===== config.mk =====
export PLATFORM = sky130hd
export DESIGN_NAME = boot_sequencer
export DESIGN_NICKNAME = d
export VERILOG_FILES = /design/src/rtl/boot_seq_pkg.sv /design/src/rtl/boot_seq_path.sv /design/src/rtl/boot_seq_ctrl.sv /design/src/rtl/boot_sequencer.sv
export SDC_FILE = /design/constraint.sdc
export NUM_CORES = 1
export LEC_CHECK = 0
export BUFFER_PORTS_ARGS = -buffer_cell sky130_fd_sc_hd__buf_2
export CAP_MARGIN = 15
export CORE_AREA = 2 2 96 98
export CTS_CLUSTER_SIZE = 8
export DETAILED_ROUTE_END_ITERATION = 8
export DIE_AREA = 0 0 98 100
export SYNTH_ARGS = -nofsm -noshare
export SYNTH_HDL_FRONTEND = slang
export SYNTH_HIERARCHICAL = 1
export SYNTH_SLANG_ARGS = --single-unit

===== constraint.sdc =====
create_clock -name clk -period 2.6 [get_ports clk]
set_input_delay 0.13 -clock clk [delete_from_list [all_inputs] [get_ports clk]]
set_output_delay 0.13 -clock clk [all_outputs]
set_load 0.02 [all_outputs]

===== src/rtl/boot_seq_pkg.sv =====
package boot_seq_pkg;

  typedef enum logic [2:0] {
    SEQ_IDLE,
    SEQ_RAMP,
    SEQ_HOLD,
    SEQ_WAITPG,
    SEQ_RUN
  } seqState_t;

  typedef struct packed {
    logic clearRamp;
    logic stepRamp;
    logic selVid;
  } pathCtl_t;

  function automatic int maxOf3(int a, int b, int c);
    int m;
    m = (a > b) ? a : b;
    return (m > c) ? m : c;
  endfunction

endpackage


===== src/rtl/boot_seq_path.sv =====
module boot_seq_path
  import boot_seq_pkg::*;
#(
  parameter int CODE_W = 7
) (
  input  logic              clk,
  input  logic              rstN,
  input  pathCtl_t          ctl,
  input  logic [CODE_W-1:0] bootCode,
  input  logic [CODE_W-1:0] vidIn,
  output logic              rampAtBoot,
  output logic [CODE_W-1:0] targetCode
);

  logic [CODE_W-1:0] rampCode;

  always_ff @(posedge clk or negedge rstN) begin
    if (!rstN) begin
      rampCode <= '0;
    end else if (ctl.clearRamp) begin
      rampCode <= '0;
    end else if (ctl.stepRamp) begin
      rampCode <= rampCode + 1'b1;
    end
  end

  always_comb begin
    rampAtBoot = (rampCode >= bootCode);
    targetCode = ctl.selVid ? vidIn : rampCode;
  end

  // ramp code only moves by a single step upward or back to zero
  assert_single_step_R3: assert property (@(posedge clk) disable iff (!rstN)
    !$stable(rampCode) |-> (rampCode == $past(rampCode) + 1'b1 || rampCode == '0));

  // ramp code is never advanced beyond the boot code
  assert_no_overshoot_R3: assert property (@(posedge clk) disable iff (!rstN)
    $past(ctl.stepRamp) |-> rampCode <= bootCode);

endmodule


===== src/rtl/boot_seq_ctrl.sv =====
module boot_seq_ctrl
  import boot_seq_pkg::*;
#(
  parameter int STEP_CYCLES = 250,
  parameter int HOLD_CYCLES = 9000,
  parameter int PG_CYCLES   = 900000
) (
  input  logic     clk,
  input  logic     rstN,
  input  logic     enable,
  input  logic     rampAtBoot,
  output pathCtl_t ctl,
  output logic     clkEnN,
  output logic     powerGood,
  output logic     stIdle,
  output logic     stRamp,
  output logic     stBootHold,
  output logic     stWaitPg,
  output logic     stRun
);

  localparam int TMAX  = maxOf3(STEP_CYCLES, HOLD_CYCLES, PG_CYCLES);
  localparam int TW    = $clog2(TMAX + 1);
  localparam logic [TW-1:0] STEP_END = TW'(STEP_CYCLES - 1);
  localparam logic [TW-1:0] HOLD_END = TW'(HOLD_CYCLES - 1);
  localparam logic [TW-1:0] PG_END   = TW'(PG_CYCLES - 1);

  seqState_t state, stateNxt;
  logic [TW-1:0] timer, timerNxt;

  always_comb begin
    stateNxt      = state;
    timerNxt      = timer + 1'b1;
    ctl.clearRamp = 1'b0;
    ctl.stepRamp  = 1'b0;
    ctl.selVid    = (state == SEQ_WAITPG) || (state == SEQ_RUN);
    unique case (state)
      SEQ_IDLE: begin
        ctl.clearRamp = 1'b1;
        timerNxt      = '0;
        if (enable) stateNxt = SEQ_RAMP;
      end
      SEQ_RAMP: begin
        if (rampAtBoot) begin
          stateNxt = SEQ_HOLD;
          timerNxt = '0;
        end else if (timer == STEP_END) begin
          ctl.stepRamp = 1'b1;
          timerNxt     = '0;
        end
      end
      SEQ_HOLD: begin
        if (timer == HOLD_END) begin
          stateNxt = SEQ_WAITPG;
          timerNxt = '0;
        end
      end
      SEQ_WAITPG: begin
        if (timer == PG_END) begin
          stateNxt = SEQ_RUN;
          timerNxt = '0;
        end
      end
      SEQ_RUN: timerNxt = '0;
      default: stateNxt = SEQ_IDLE;
    endcase
    if (!enable) begin
      stateNxt      = SEQ_IDLE;
      timerNxt      = '0;
      ctl.clearRamp = 1'b1;
      ctl.stepRamp  = 1'b0;
    end
  end

  always_ff @(posedge clk or negedge rstN) begin
    if (!rstN) begin
      state <= SEQ_IDLE;
      timer <= '0;
    end else begin
      state <= stateNxt;
      timer <= timerNxt;
    end
  end

  always_comb begin
    stIdle     = (state == SEQ_IDLE);
    stRamp     = (state == SEQ_RAMP);
    stBootHold = (state == SEQ_HOLD);
    stWaitPg   = (state == SEQ_WAITPG);
    stRun      = (state == SEQ_RUN);
    clkEnN     = !(stWaitPg || stRun);
    powerGood  = stRun;
  end

  assert_status_onehot_R11: assert property (@(posedge clk) disable iff (!rstN)
    $countones({stIdle, stRamp, stBootHold, stWaitPg, stRun}) == 1);

  assert_disable_wins_R9: assert property (@(posedge clk) disable iff (!rstN)
    !enable |=> stIdle && clkEnN && !powerGood);

  assert_clken_after_hold_R6: assert property (@(posedge clk) disable iff (!rstN)
    $fell(clkEnN) |-> $past(stBootHold));

  assert_pg_after_wait_R7: assert property (@(posedge clk) disable iff (!rstN)
    $rose(powerGood) |-> $past(stWaitPg) && !clkEnN);

endmodule


===== src/rtl/boot_sequencer.sv =====
module boot_sequencer
  import boot_seq_pkg::*;
#(
  parameter int CODE_W      = 7,
  parameter int STEP_CYCLES = 250,
  parameter int HOLD_CYCLES = 9000,
  parameter int PG_CYCLES   = 900000
) (
  input  logic              clk,
  input  logic              rstN,
  input  logic              enable,
  input  logic [CODE_W-1:0] bootCode,
  input  logic [CODE_W-1:0] vidIn,
  output logic [CODE_W-1:0] targetCode,
  output logic              clkEnN,
  output logic              powerGood,
  output logic              stIdle,
  output logic              stRamp,
  output logic              stBootHold,
  output logic              stWaitPg,
  output logic              stRun
);

  pathCtl_t ctl;
  logic     rampAtBoot;

  boot_seq_ctrl #(
    .STEP_CYCLES(STEP_CYCLES),
    .HOLD_CYCLES(HOLD_CYCLES),
    .PG_CYCLES  (PG_CYCLES)
  ) u_ctrl (
    .clk       (clk),
    .rstN      (rstN),
    .enable    (enable),
    .rampAtBoot(rampAtBoot),
    .ctl       (ctl),
    .clkEnN    (clkEnN),
    .powerGood (powerGood),
    .stIdle    (stIdle),
    .stRamp    (stRamp),
    .stBootHold(stBootHold),
    .stWaitPg  (stWaitPg),
    .stRun     (stRun)
  );

  boot_seq_path #(
    .CODE_W(CODE_W)
  ) u_path (
    .clk       (clk),
    .rstN      (rstN),
    .ctl       (ctl),
    .bootCode  (bootCode),
    .vidIn     (vidIn),
    .rampAtBoot(rampAtBoot),
    .targetCode(targetCode)
  );

  // before clock-enable, the target never reflects a code above the boot code
  assert_vid_ignored_R5: assert property (@(posedge clk) disable iff (!rstN)
    clkEnN |-> targetCode <= bootCode);

endmodule


==> results.py, run 1 <==
metrics = {
    "sta": {
        "worst_pin_slew_ns": 0.6740,
        "period_share_pct": 91.20,
        "period_minus_slack_ns": 2.371,
        "tns_ns": 0,
        "rsz0062_at_grt": "false",
        "setup_viol": 0,
        "finalHoldViolCount": 0,
        "fmax_mhz": 421.7,
        "fin_skew_ns": 0.006669,
        "slew_violations": 0,
        "slew-limit-headroom_pct": 55.07,
    },
    "setup_path": {
        "path_max_fanout": 5,
        "reg2regPathDepth": 9,
        "startpoint_type": "flop",
        "critical_path_arrival_ns": 2.57,
        "r2r-start": "u_path/rampCode[0]",
        "worstSetupPathType": "flop to flop",
        "reg2reg_setup_slack_ns": 0.23,
        "reg2reg_to": "u_path/rampCode[6]",
        "end_kind": "flop",
        "critPathRequiredTime_ns": 2.80,
    },
    "route": {
        "drt-initial-drc-count": 62,
        "wirelength_mm": 4.144,
        "firstDrtPassIters": 5,
        "num_vias": 1590,
        "vias_per_cell": 4.392,
        "ant_nets": 0,
        "drc": 0,
        "wl_per_cell_um": 11.45,
    },
    "global_route": {
        "track_usage_pct": 8.880,
        "antenna_found_initial": 0,
        "grt_pass1_vias": 1552,
        "grt.overflow.total": 0,
        "grt_max_degree": 31,
        "grt_pass1_wl_mm": 7.182,
    },
    "min_path": {
        "min_to": "u_ctrl/state[2]",
        "hold_class": "primary input to flop",
        "hold_depth": 2,
        "min_from": "enable",
    },
    "pwr": {
        "clkPwrFrac_pct": 41.6,
        "netSwitchingFraction_pct": 22.70,
        "p_int_uw": 705.8,
        "combPwrFrac_pct": 6.5,
        "leakagePower_uw": 0.001002,
        "power_density_nw_per_um2": 391.0,
        "p_sw_uw": 207.2,
        "seq_power_share_pct": 51.9,
        "ir_drop_v": 0.0001565,
    },
    "clocking": {
        "cts_tree": "built",
        "numCtsBuffers": 5,
        "clk_pin_slew_worst_paths_ns": 0.06,
        "clkLatencyLatePin_ns": 0.27,
        "cts_sinks": 30,
        "clock_path_buffers": 2,
        "cts_setup_buffers": 0,
        "cts_root_buf": "clkbuf_8",
        "htree_num_levels": 2,
    },
    "floorplanning": {
        "coreArea_um2": 8890,
        "die_h_um": 100,
        "initial_utilization_pct": 21.90,
        "dieArea_um2": 9800,
        "ios": 31,
        "rows": 35,
        "die_w_um": 98,
    },
    "placement": {
        "hpwl_mm": 3.064,
        "post_dp_cell_area_um2": 2227,
        "gp_congestion": 0.8171,
        "port_buffers": 30,
    },
    "synth": {
        "synth-seq-cells": 30,
        "syn_inst": 214,
        "synth-simple-area-share_pct": 27.63,
        "yosys_warnings": 6,
        "synth_compound_area_share_pct": 6.555,
        "synthAdderAreaFrac_pct": 6.941,
        "yosysSeqAreaShare_pct": 38.56,
        "syn_avg_cell_area_um2": 9.098,
        "syn_nets": 241,
        "synth.top_cells.by_area": "dfrtp_1, xnor2_1, ha_1",
        "yosys.area.top_type": "dfrtp_1",
        "synth.top_cell.area_share_pct": 38.56,
        "syn-cell-area_um2": 1947,
        "ys_async_sr_fraction_pct": 100.0,
        "synth-edff-count": 0,
        "muxShareOfSynthArea_pct": 4.563,
        "yosysMostFrequentCell": "nor2_1",
        "synthTopCellsByCount": "nor2_1, dfrtp_1, xnor2_1",
        "synth-xor-area-share_pct": 9.897,
        "ys_types": 44,
        "synth_top_family_by_area": "simple AND/OR/NAND/NOR gates",
        "yosys_most_used_dff": "dfrtp_1",
    },
    "layout": {
        "seq_area_um2": 750.7,
        "area_growth_syn_to_layout_pct": 19.92,
        "drive_gt1_share_pct": 21.51,
        "finalInstanceArea_um2": 2335,
        "multi_input_area_um2": 1089,
        "final_nets": 277,
        "fillers": 948,
        "diodes": 0,
    },
    "flow_run": {
        "max_cap_violations": 0,
    },
    "run_status": {
        "status": "complete, no violations",
    },
}
[stage by stage]
stage / cells / total power [µW] / setup WS [ns] / hold WS [ns] / util [%]
4_1_cts: 362 / 930.7 / 0.1318 / 0.1319 / 26.19
3_3_place_gp: 353 / 540.3 / 0.2149 / 0.2086 / 25.05
5_1_grt: 362 / 958.9 / 0.07109 / 0.1368 / 26.26
3_5_place_dp: 353 / 541.9 / 0.1501 / 0.2172 / 25.05
6_report: 362 / 913.0 / 0.2287 / 0.1355 / 26.26
2_1_floorplan: 214 / 514.9 / 0.2794 / -0.1656 / -
[power groups by stage]
stage               combinational (µW)  clock, µW  sequential (µW)
floorplan                         35.0          0              480
global placement                  58.1          0              482
detailed placement                59.5          0              482
CTS                               60.8        396              474
global route                      68.2        416              474
finish                            59.1        380              474
[sequential cells by signal, summed over array words and instances (netlist names)]
signal and cells:
u_ctrl/timer 20, u_path/rampCode 7, u_ctrl/state 3
[cell type report]
class,instances,share of cell area [%]
sequential,30,32.15
tap,111,5.949
multi-input combinational,161,46.62
clock buffer,7,3.698
clock inverter,1,0.2144
inverter,14,2.251
timing repair buffer,38,9.110
[layout by cell type (no fill, tap or decap), types with 5 or more instances in the layout]
cell type  netlist  layout
nor3_1           8       8
nand4_1          7       7
clkbuf_8         0       6
nor2_1          33      33
xnor2_1         17      17
ha_1            10      10
nand2_1         14      14
xor2_1           5       5
buf_4            2       7
inv_1           13      13
buf_2            1      30
nand3_1          8       8
mux2_1           6       6
dfrtp_1         30      30
a21oi_1          6       6
[logic make-up (layout without fill, tap and decap cells)]
family	count (synthesis)	in the layout
flops	30	30
xor+xnor	22	22
fa+ha+maj	11	11
mux	8	8
compound gates	18	18
simple gates	102	102
buf+inv	23	60
[metal layers]
| layer | global-route usage (%) | vias to the layer above | share of wire [%] |
|---|---|---|---|
| met4 | 3.098 | 0 | 0.46 |
| li1 | - | 804 | - |
| met1 | 10.76 | 746 | 46 |
| met5 | 0 | - | 0 |
| met2 | 14.86 | 38 | 48 |
| met3 | 2.925 | 2 | 5.6 |
[worst max-delay path, cell delays in order (launching register included)]
cell       delay [ns]
dfrtp_1          0.43
inv_2            0.06
ha_1             0.26
nand2b_1         0.13
a31oi_1          0.17
o21ai_1          0.17
nor4_2           0.37
o2111ai_2        0.16
or3_1            0.38
a21oi_1          0.16
[what timing repair did]
item | 4_1_cts | 5_1_grt
hold buffers | 1 | 0
endpoints found under the hold margin | 30 | 0
gates resized for setup | 0 | 1
setup endpoints to repair | 0 | 2
[worst max-delay path by stage]
stage	slack, ns	start	endpoint	depth (start not counted)
after floorplan	0.28	u_ctrl/state[1]	targetCode[1]	5
after global placement	0.21	u_path/rampCode[0]	u_path/rampCode[6]	9
after detailed placement	0.15	u_path/rampCode[0]	u_path/rampCode[6]	9
after CTS	0.13	u_path/rampCode[0]	u_path/rampCode[6]	9
after global routing	0.07	u_path/rampCode[0]	u_path/rampCode[5]	9
final	0.23	u_path/rampCode[0]	u_path/rampCode[6]	9
(Power assumes the default switching activity.)
==> run 2: changes to the inputs <==
--- a/config.mk
+++ b/config.mk
@@ -11,6 +11,7 @@
 export CTS_CLUSTER_SIZE = 8
 export DETAILED_ROUTE_END_ITERATION = 8
 export DIE_AREA = 0 0 98 100
+export PLACE_DENSITY = 0.35
 export SYNTH_ARGS = -nofsm -noshare
 export SYNTH_HDL_FRONTEND = slang
 export SYNTH_HIERARCHICAL = 1
==> run 2 against run 1 <==
Sequential power is essentially flat. Clock skew is 0.0016 ns higher. Clock power increased by 3%. Wire length increased by 8.2%. Critical path depth is 1 higher. Sequential share of layout area decreased by 1.1 points. Maximum frequency fell by 1.9%. Combinational power rose by 4.6%. Critical path type unchanged. Critical endpoint unchanged.
==> results.py, run 2 (synthesized netlist as in run 1, its figures left out) <==
metrics = {
    "run_status": {
        "status": "complete, no violations",
    },
    "floorplanning": {
        "coreArea_um2": 8890,
        "die_h_um": 100,
        "rows": 35,
        "dieArea_um2": 9800,
        "die_w_um": 98,
        "initial_utilization_pct": 21.90,
        "ios": 31,
    },
    "layout": {
        "finalInstanceArea_um2": 2414,
        "largest-register": "u_ctrl/timer",
        "top_regs": "u_ctrl/timer x20, u_path/rampCode x7, u_ctrl/state x3",
        "final_nets": 284,
        "area_growth_syn_to_layout_pct": 23.97,
        "largest_reg_flops": 20,
        "final_util_pct": 27.15,
        "final_common_cell": "nor2_1",
        "most-common-layout-cells": "nor2_1, buf_2, dfrtp_1",
        "final_cells": 369,
        "diodes": 0,
        "drive_gt1_share_pct": 24.42,
    },
    "global_route": {
        "grt_max_degree": 31,
        "grt.overflow.total": 0,
        "grt_pass1_vias": 1567,
        "grt_pass1_wl_mm": 7.603,
        "antenna_found_initial": 0,
        "track_usage_pct": 9.695,
    },
    "route": {
        "num_vias": 1585,
        "wl_per_cell_um": 12.15,
        "firstDrtPassIters": 4,
        "drt-initial-drc-count": 64,
        "drc": 0,
        "wirelength_mm": 4.483,
        "vias_per_cell": 4.295,
        "ant_nets": 0,
    },
    "clocking": {
        "clkLatencyLatePin_ns": 0.28,
        "cts_tree": "built",
        "clk_pin_slew_worst_paths_ns": 0.07,
        "htree_num_levels": 2,
        "cts_root_buf": "clkbuf_8",
        "clock_path_buffers": 2,
        "numCtsBuffers": 5,
        "cts_sinks": 30,
    },
    "placement": {
        "port_buffers": 30,
        "post_dp_cell_area_um2": 2265,
        "hpwl_mm": 3.365,
        "gp_congestion": 0.7121,
        "dp.cells": 358,
    },
    "flow_run": {
        "max_cap_violations": 0,
    },
    "sta": {
        "fin_skew_ns": 0.008290,
        "finalHoldViolCount": 0,
        "slew_violations": 0,
        "setup_viol": 0,
        "fmax_mhz": 413.5,
        "worst_pin_slew_ns": 0.7043,
        "period_share_pct": 93.02,
        "slew-limit-headroom_pct": 53.05,
        "tns_ns": 0,
        "rsz0062_at_grt": "false",
        "period_minus_slack_ns": 2.418,
    },
    "pwr": {
        "total_power_uw": 926.6,
        "ir_drop_v": 0.0001606,
        "power_density_nw_per_um2": 383.9,
        "leakagePower_uw": 0.001042,
    },
    "setup_path": {
        "critical_path_arrival_ns": 2.63,
        "critPathRequiredTime_ns": 2.81,
        "crit_top_cell": "nor4_4",
        "path_max_fanout": 4,
        "critPathMaxStageDelay_ns": 0.48,
        "critPathTopFamily": "simple AND/OR/NAND/NOR gates",
        "critPathBufInv": 2,
        "end_kind": "flop",
        "crit_slowest_cell": "or4b_4",
        "path_cells": "inv_1 -> ha_1 -> or4b_4 -> nor4_4 -> nand3_2 -> nor4_4 -> buf_4 -> o2111ai_2 -> or3_1 -> a21oi_1",
        "startpoint_type": "flop",
        "worstSetupPathType": "flop to flop",
    },
    "min_path": {
        "hold_class": "primary input to flop",
    },
}
==> run 2: what timing repair did <==
action	CTS	global route
endpoints found under the setup margin	0	2
setup buffers	0	2
hold buffers	1	0
gates resized for setup	0	5
hold endpoints to repair	30	0
==> run 2: final timing paths <==
check | cells after the start | from | slack [ns] | to
max | 10 | u_ctrl/timer[1] | 0.18 | u_path/rampCode[6]
min | 2 | enable | 0.14 | u_ctrl/state[2]
max reg2reg | 10 | u_ctrl/timer[1] | 0.18 | u_path/rampCode[6]
min reg2reg | 1 | u_ctrl/timer[0] | 0.49 | u_ctrl/timer[0]
max in group asynchronous | 2 | rstN | 1.71 | u_ctrl/timer[6]
min in group asynchronous | 2 | rstN | 0.44 | u_ctrl/state[0]
==> run 2: layer usage <==
layer / routed length, µm / vias to the layer above / part of all wire, % / GRT usage, %
met5: 0 / - / 0 / 0
met4: 66 / 0 / 1.5 / 3.526
met3: 222 / 7 / 5.0 / 2.577
met2: 1954 / 34 / 44 / 15.44
met1: 2240 / 723 / 50 / 12.72
li1: - / 821 / - / -
==> run 2: worst reg2reg max path, stage by stage, from the launching register on <==
cell,delay [ns]
dfrtp_1,0.39
inv_1,0.06
ha_1,0.14
or4b_4,0.48
nor4_4,0.17
nand3_2,0.15
nor4_4,0.16
buf_4,0.16
o2111ai_2,0.12
or3_1,0.37
a21oi_1,0.14
==> run 2: through the flow <==
step                      worst slack [ns]  hold WS (ns)
final                               0.1815        0.1372
after global routing               0.02068        0.1383
after CTS                          0.02515        0.1318
after detailed placement           0.04433        0.2285
after global placement              0.1133        0.2266
after floorplan                     0.2794       -0.1656
==> run 2: cell type report <==
cell class / instances / area (µm²)
Sequential cell: 30 / 750.7
Multi-Input combinational cell: 161 / 1115
Clock buffer: 7 / 86.33
Fill cell: 971 / 6476
Clock inverter: 1 / 5.005
Inverter: 14 / 52.55
Tap cell: 111 / 138.9
Timing Repair Buffer: 45 / 265.3
==> run 2: where the power goes <==
group	internal, µW	switching (µW)	leakage, µW
registers	469	4.57	0.000416
clock network	213	178	0.0000482
logic	24.4	37.4	0.000578
